$ cat config.mk
export PLATFORM = sky130hd
export DESIGN_NAME = lin_break_detect
export DESIGN_NICKNAME = d
export VERILOG_FILES = /design/src/rtl/lin_brk_pkg.sv /design/src/rtl/lin_brk_edge.sv /design/src/rtl/lin_brk_run.sv /design/src/rtl/lin_brk_flag.sv /design/src/rtl/lin_break_detect.sv
export SDC_FILE = /design/constraint.sdc
export NUM_CORES = 1
export LEC_CHECK = 0
export BUFFER_PORTS_ARGS = -buffer_cell sky130_fd_sc_hd__buf_2
export CORE_AREA = 2 2 39 41
export CTS_CLUSTER_SIZE = 20
export DETAILED_ROUTE_END_ITERATION = 10
export DIE_AREA = 0 0 41 43
export PLACE_DENSITY = 0.52
export SYNTH_ARGS = -nofsm -noshare
export SYNTH_HDL_FRONTEND = slang
export SYNTH_HIERARCHICAL = 1
export SYNTH_SLANG_ARGS = --single-unit
$ cat constraint.sdc
create_clock -name clk -period 5.2 [get_ports clk]
set_input_delay 1.56 -clock clk [delete_from_list [all_inputs] [get_ports clk]]
set_output_delay 1.56 -clock clk [all_outputs]
set_load 0.03 [all_outputs]
$ cat src/rtl/lin_brk_pkg.sv
package lin_brk_pkg;

    localparam int unsigned BRK_SHORT_DEF = 10;
    localparam int unsigned BRK_LONG_DEF  = 11;

    typedef enum logic [1:0] {
        ST_ARM   = 2'd0,
        ST_HUNT  = 2'd1,
        ST_DELIM = 2'd2
    } brk_state_e;

    typedef struct packed {
        logic det;
        logic busy;
    } brk_evt_t;

    function automatic int unsigned cnt_width(input int unsigned max_bits);
        return $clog2(max_bits + 1);
    endfunction

endpackage

$ cat src/rtl/lin_brk_edge.sv
module lin_brk_edge (
    input  logic clk,
    input  logic rst,
    input  logic rx_in,
    output logic fall
);
    logic rx_prev;

    always_ff @(posedge clk) begin
        if (rst) rx_prev <= 1'b1;
        else     rx_prev <= rx_in;
    end

    assign fall = rx_prev & ~rx_in;

    a_r4_fall_needs_high: assert property (@(posedge clk) disable iff (rst)
        fall |-> $past(rx_in));
endmodule

$ cat src/rtl/lin_brk_run.sv
module lin_brk_run
    import lin_brk_pkg::*;
#(
    parameter int unsigned SHORT_BITS = BRK_SHORT_DEF,
    parameter int unsigned LONG_BITS  = BRK_LONG_DEF
) (
    input  logic     clk,
    input  logic     rst,
    input  logic     en,
    input  logic     fall,
    input  logic     rx_in,
    input  logic     bit_tick,
    input  logic     len_sel,
    output brk_evt_t evt
);
    localparam int unsigned CNT_W = cnt_width(LONG_BITS);

    brk_state_e       state, nxt_state;
    logic [CNT_W-1:0] cnt, nxt_cnt, cnt_inc, thr;
    logic             det;

    assign thr     = len_sel ? CNT_W'(LONG_BITS) : CNT_W'(SHORT_BITS);
    assign cnt_inc = cnt + CNT_W'(1);

    always_comb begin
        nxt_state = state;
        nxt_cnt   = cnt;
        det       = 1'b0;
        if (!en) begin
            nxt_state = ST_ARM;
            nxt_cnt   = '0;
        end else begin
            unique case (state)
                ST_ARM: begin
                    if (fall) begin
                        nxt_state = ST_HUNT;
                        nxt_cnt   = '0;
                    end
                end
                ST_HUNT: begin
                    if (bit_tick) begin
                        if (rx_in) begin
                            nxt_state = ST_ARM;
                            nxt_cnt   = '0;
                        end else if (cnt_inc >= thr) begin
                            det       = 1'b1;
                            nxt_state = ST_DELIM;
                            nxt_cnt   = '0;
                        end else begin
                            nxt_cnt = cnt_inc;
                        end
                    end
                end
                ST_DELIM: begin
                    if (bit_tick && rx_in) nxt_state = ST_ARM;
                end
                default: begin
                    nxt_state = ST_ARM;
                    nxt_cnt   = '0;
                end
            endcase
        end
    end

    always_ff @(posedge clk) begin
        if (rst) begin
            state <= ST_ARM;
            cnt   <= '0;
        end else begin
            state <= nxt_state;
            cnt   <= nxt_cnt;
        end
    end

    assign evt.det  = det;
    assign evt.busy = (state != ST_ARM);

    a_r8_disable_rearms: assert property (@(posedge clk) disable iff (rst)
        !en |=> (state == ST_ARM) && (cnt == '0));
    a_r4_high_cancels: assert property (@(posedge clk) disable iff (rst)
        (en && state == ST_HUNT && bit_tick && rx_in) |=> state == ST_ARM);
    a_r7_det_waits_delim: assert property (@(posedge clk) disable iff (rst)
        (en && det) |=> state == ST_DELIM);
    a_r2_cnt_below_limit: assert property (@(posedge clk) disable iff (rst)
        cnt < CNT_W'(LONG_BITS));
endmodule

$ cat src/rtl/lin_brk_flag.sv
module lin_brk_flag #(
    parameter bit IRQ_PULSE = 1'b1
) (
    input  logic clk,
    input  logic rst,
    input  logic det,
    input  logic clr,
    output logic flag,
    output logic irq
);
    always_ff @(posedge clk) begin
        if (rst)      flag <= 1'b0;
        else if (det) flag <= 1'b1;
        else if (clr) flag <= 1'b0;
    end

    generate
        if (IRQ_PULSE) begin : g_irq
            logic irq_q;
            always_ff @(posedge clk) begin
                if (rst) irq_q <= 1'b0;
                else     irq_q <= det;
            end
            assign irq = irq_q;

            a_r6_irq_with_flag: assert property (@(posedge clk) disable iff (rst)
                irq |-> flag);
            a_r6_irq_single: assert property (@(posedge clk) disable iff (rst)
                irq |=> !irq);
        end else begin : g_no_irq
            assign irq = 1'b0;
        end
    endgenerate

    a_r5_sticky: assert property (@(posedge clk) disable iff (rst)
        (flag && !clr) |=> flag);
    a_r5_clear: assert property (@(posedge clk) disable iff (rst)
        (clr && !det) |=> !flag);
endmodule

$ cat src/rtl/lin_break_detect.sv
module lin_break_detect
    import lin_brk_pkg::*;
#(
    parameter int unsigned SHORT_BITS = BRK_SHORT_DEF,
    parameter int unsigned LONG_BITS  = BRK_LONG_DEF,
    parameter bit          IRQ_PULSE  = 1'b1
) (
    input  logic clk,
    input  logic rst,
    input  logic en,
    input  logic rx_in,
    input  logic bit_tick,
    input  logic len_sel,
    input  logic clr,
    output logic brk_flag,
    output logic brk_irq
);
    logic     fall;
    brk_evt_t evt;

    lin_brk_edge u_edge (
        .clk   (clk),
        .rst   (rst),
        .rx_in (rx_in),
        .fall  (fall)
    );

    lin_brk_run #(
        .SHORT_BITS (SHORT_BITS),
        .LONG_BITS  (LONG_BITS)
    ) u_run (
        .clk      (clk),
        .rst      (rst),
        .en       (en),
        .fall     (fall),
        .rx_in    (rx_in),
        .bit_tick (bit_tick),
        .len_sel  (len_sel),
        .evt      (evt)
    );

    lin_brk_flag #(
        .IRQ_PULSE (IRQ_PULSE)
    ) u_flag (
        .clk  (clk),
        .rst  (rst),
        .det  (evt.det),
        .clr  (clr),
        .flag (brk_flag),
        .irq  (brk_irq)
    );

    a_r8_no_det_disabled: assert property (@(posedge clk) disable iff (rst)
        !en |=> !brk_irq);
endmodule

==> summary.txt <==
Status
  • Status: finished clean

Run
  • Number of max-cap violations: 0

Floorplan
  • Core area: 1384 um2
  • Die area: 1763 um2
  • Starting Density: approximately a third
  • Die height: 43 um
  • Die X: ~40 um
  • Boundary Pins: 9
  • # rows: 14

Place
  • Post-DP HPWL: approximately 650 um
  • DP Worst Slack: between 2000 and 2500 ps
  • RePlAce Congestion: approximately 0.74
  • IO buf count: 8

Routing
  • Final WL: 811 um
  • ANT nets after route: 0
  • WL per Instance: between 10 and 15 um
  • Routed vias/inst: 5.000
  • Post-route DRC: 0
  • Pre-antenna DRT Iters: 4
  • Vias: 380
  • 1st-iter DRT viols: 2

CTS
  • Cts bufs inserted: 3
  • Root Driver: clkbuf_4
  • TritonCTS clock tree: done
  • Post-CTS setup buffers: 0
  • CTS Sinks: 9
  • H-tree levels: 1
  • Worst-path clk slew: roughly 60 ps
  • PostCTS Resize Cnt: 0
  • Clk buf depth: 2
  • Clock latency on the worst-skew pair: 250 ps
  • CTS hold repair buffers: 0

Global routing
  • Largest net degree at the start of global routing: 8
  • Total Routing Usage GR: between 10% and 20%
  • Remaining Overflow, GRT: 0
  • Number of global-route vias before repair: about 360
  • Initial antenna violation count: 0
  • First-pass GRT wire length: around 1.4 mm

Worst setup path
  • Worst-case reg-to-reg path depth: 7
  • CP arrival: 2840 ps
  • CP Max Fanout: 4
  • CP endpoint kind: flop
  • CP required: 5390 ps
  • CP Class: in2reg
  • Critical path launch point type: input port

Power
  • Cell internal pwr: 0.1034 mW
  • Reg power frac: a little over half
  • PwrDens: 241.1 nW/um2
  • Part of the power in the clock network: between 30 and 40%
  • Logic pwr share: approximately 6.6%
  • Psw: between 0.02 and 0.03 mW
  • Sw frac: a little over a fifth
  • Leakage: about 0.23 nW
  • Total power: 0.1312 mW
  • Maximum vdd drop: 192.2 uV

STA
  • Final setup violation count: 0
  • Worst Max-Slew Pin Slew: around 530 ps
  • Fmax: roughly 380 MHz
  • RSZ-0062 raised after global routing: false
  • Slew HR: 64.15%
  • Final Cycle Share: 50.98%
  • TNS Setup: 0 ps
  • Fin. Hold Viols: 0
  • Clock Skews: between 5 and 6 ps
  • Final Max Tran Viols: 0
  • Post-layout min period: around 2700 ps
  • Final worst slack: ~2500 ps

Hold path
  • Hold/Removal Path Class: reg2reg
  • WHS Path Cells: 2

Synth
  • Synthesis Warnings: 6
  • Cell Area, Synth: 465.4 um2
  • Post-Synthesis Cells: 49
  • Syn avg cell area: roughly 9.5 um2
  • Mapped Nets: just under 60

Final layout
  • Ant. Diodes: 0
  • Synth-to-layout area growth: 16.94%
  • Fin nets: 70
  • Layout cell share with drive strength beyond 1: roughly 30%
==> worst max-delay path, stage by stage <==
cell and delay (ps):
buf_2 100, ha_1 180, nor2b_1 130, o211ai_2 250
nand2_1 140, nor4_1 280, inv_1 100, a21oi_2 110
==> final cells by class <==
cell class	count	area, um2
multi-input combinational	37	270.3
inverter	2	7.507
tap	16	20.02
fill	149	839.6
clock buffer	4	26.28
sequential	9	180.2
timing repair buffer	8	40.04
==> metal layers <==
layer	wire length (um)	global-route usage [%]	up-vias
li1	-	-	203
met1	392	14.38	170
met2	383	17.19	7
met3	36	7.853	0
met4	0	2.000	0
met5	0	0	-
==> per-stage QoR <==
step | area, um2 | utilization (%) | cells | hold WS [ps]
2_1_floorplan | 465.4 | - | 49 | 464.1
3_3_place_gp | 518.0 | 37.43 | 72 | 472.8
3_5_place_dp | 518.0 | 37.43 | 72 | 476.5
4_1_cts | 544.3 | 39.33 | 76 | 488.4
5_1_grt | 544.3 | 39.33 | 76 | 522.7
6_report | 544.3 | 39.33 | 76 | 485.9
==> power by group through the flow <==
stage	clock network [mW]	registers [mW]	logic, mW
finish	0.0522	0.0704	0.00868
global route	0.0585	0.0704	0.00986
CTS	0.0560	0.0703	0.00887
detailed placement	0	0.0719	0.00878
global placement	0	0.0719	0.00885
floorplan	0	0.0718	0.00460
==> registers in the layout (all words and copies together) (netlist names) <==
register        cells
u_edge/rx_prev      1
u_flag/flag         1
u_flag/irq          1
u_run/cnt           4
u_run/state         2
==> final timing paths <==
path / from / to / slack [ps]
setup / recovery: len_sel / u_flag/flag / 2550
hold / removal: u_flag/flag / u_flag/flag / 490
setup reg to reg: u_run/cnt[0] / u_flag/flag / 3520
hold reg to reg: u_flag/flag / u_flag/flag / 490
==> cell usage in the layout, fill, tap and decap left out, types with 3 or more instances in the layout <==
cell and count:
clkbuf_4 3, nand2b_1 5, nor2_1 4, buf_2 8, dfxtp_1 9
Note: power is estimated with default switching activity, not from simulation.
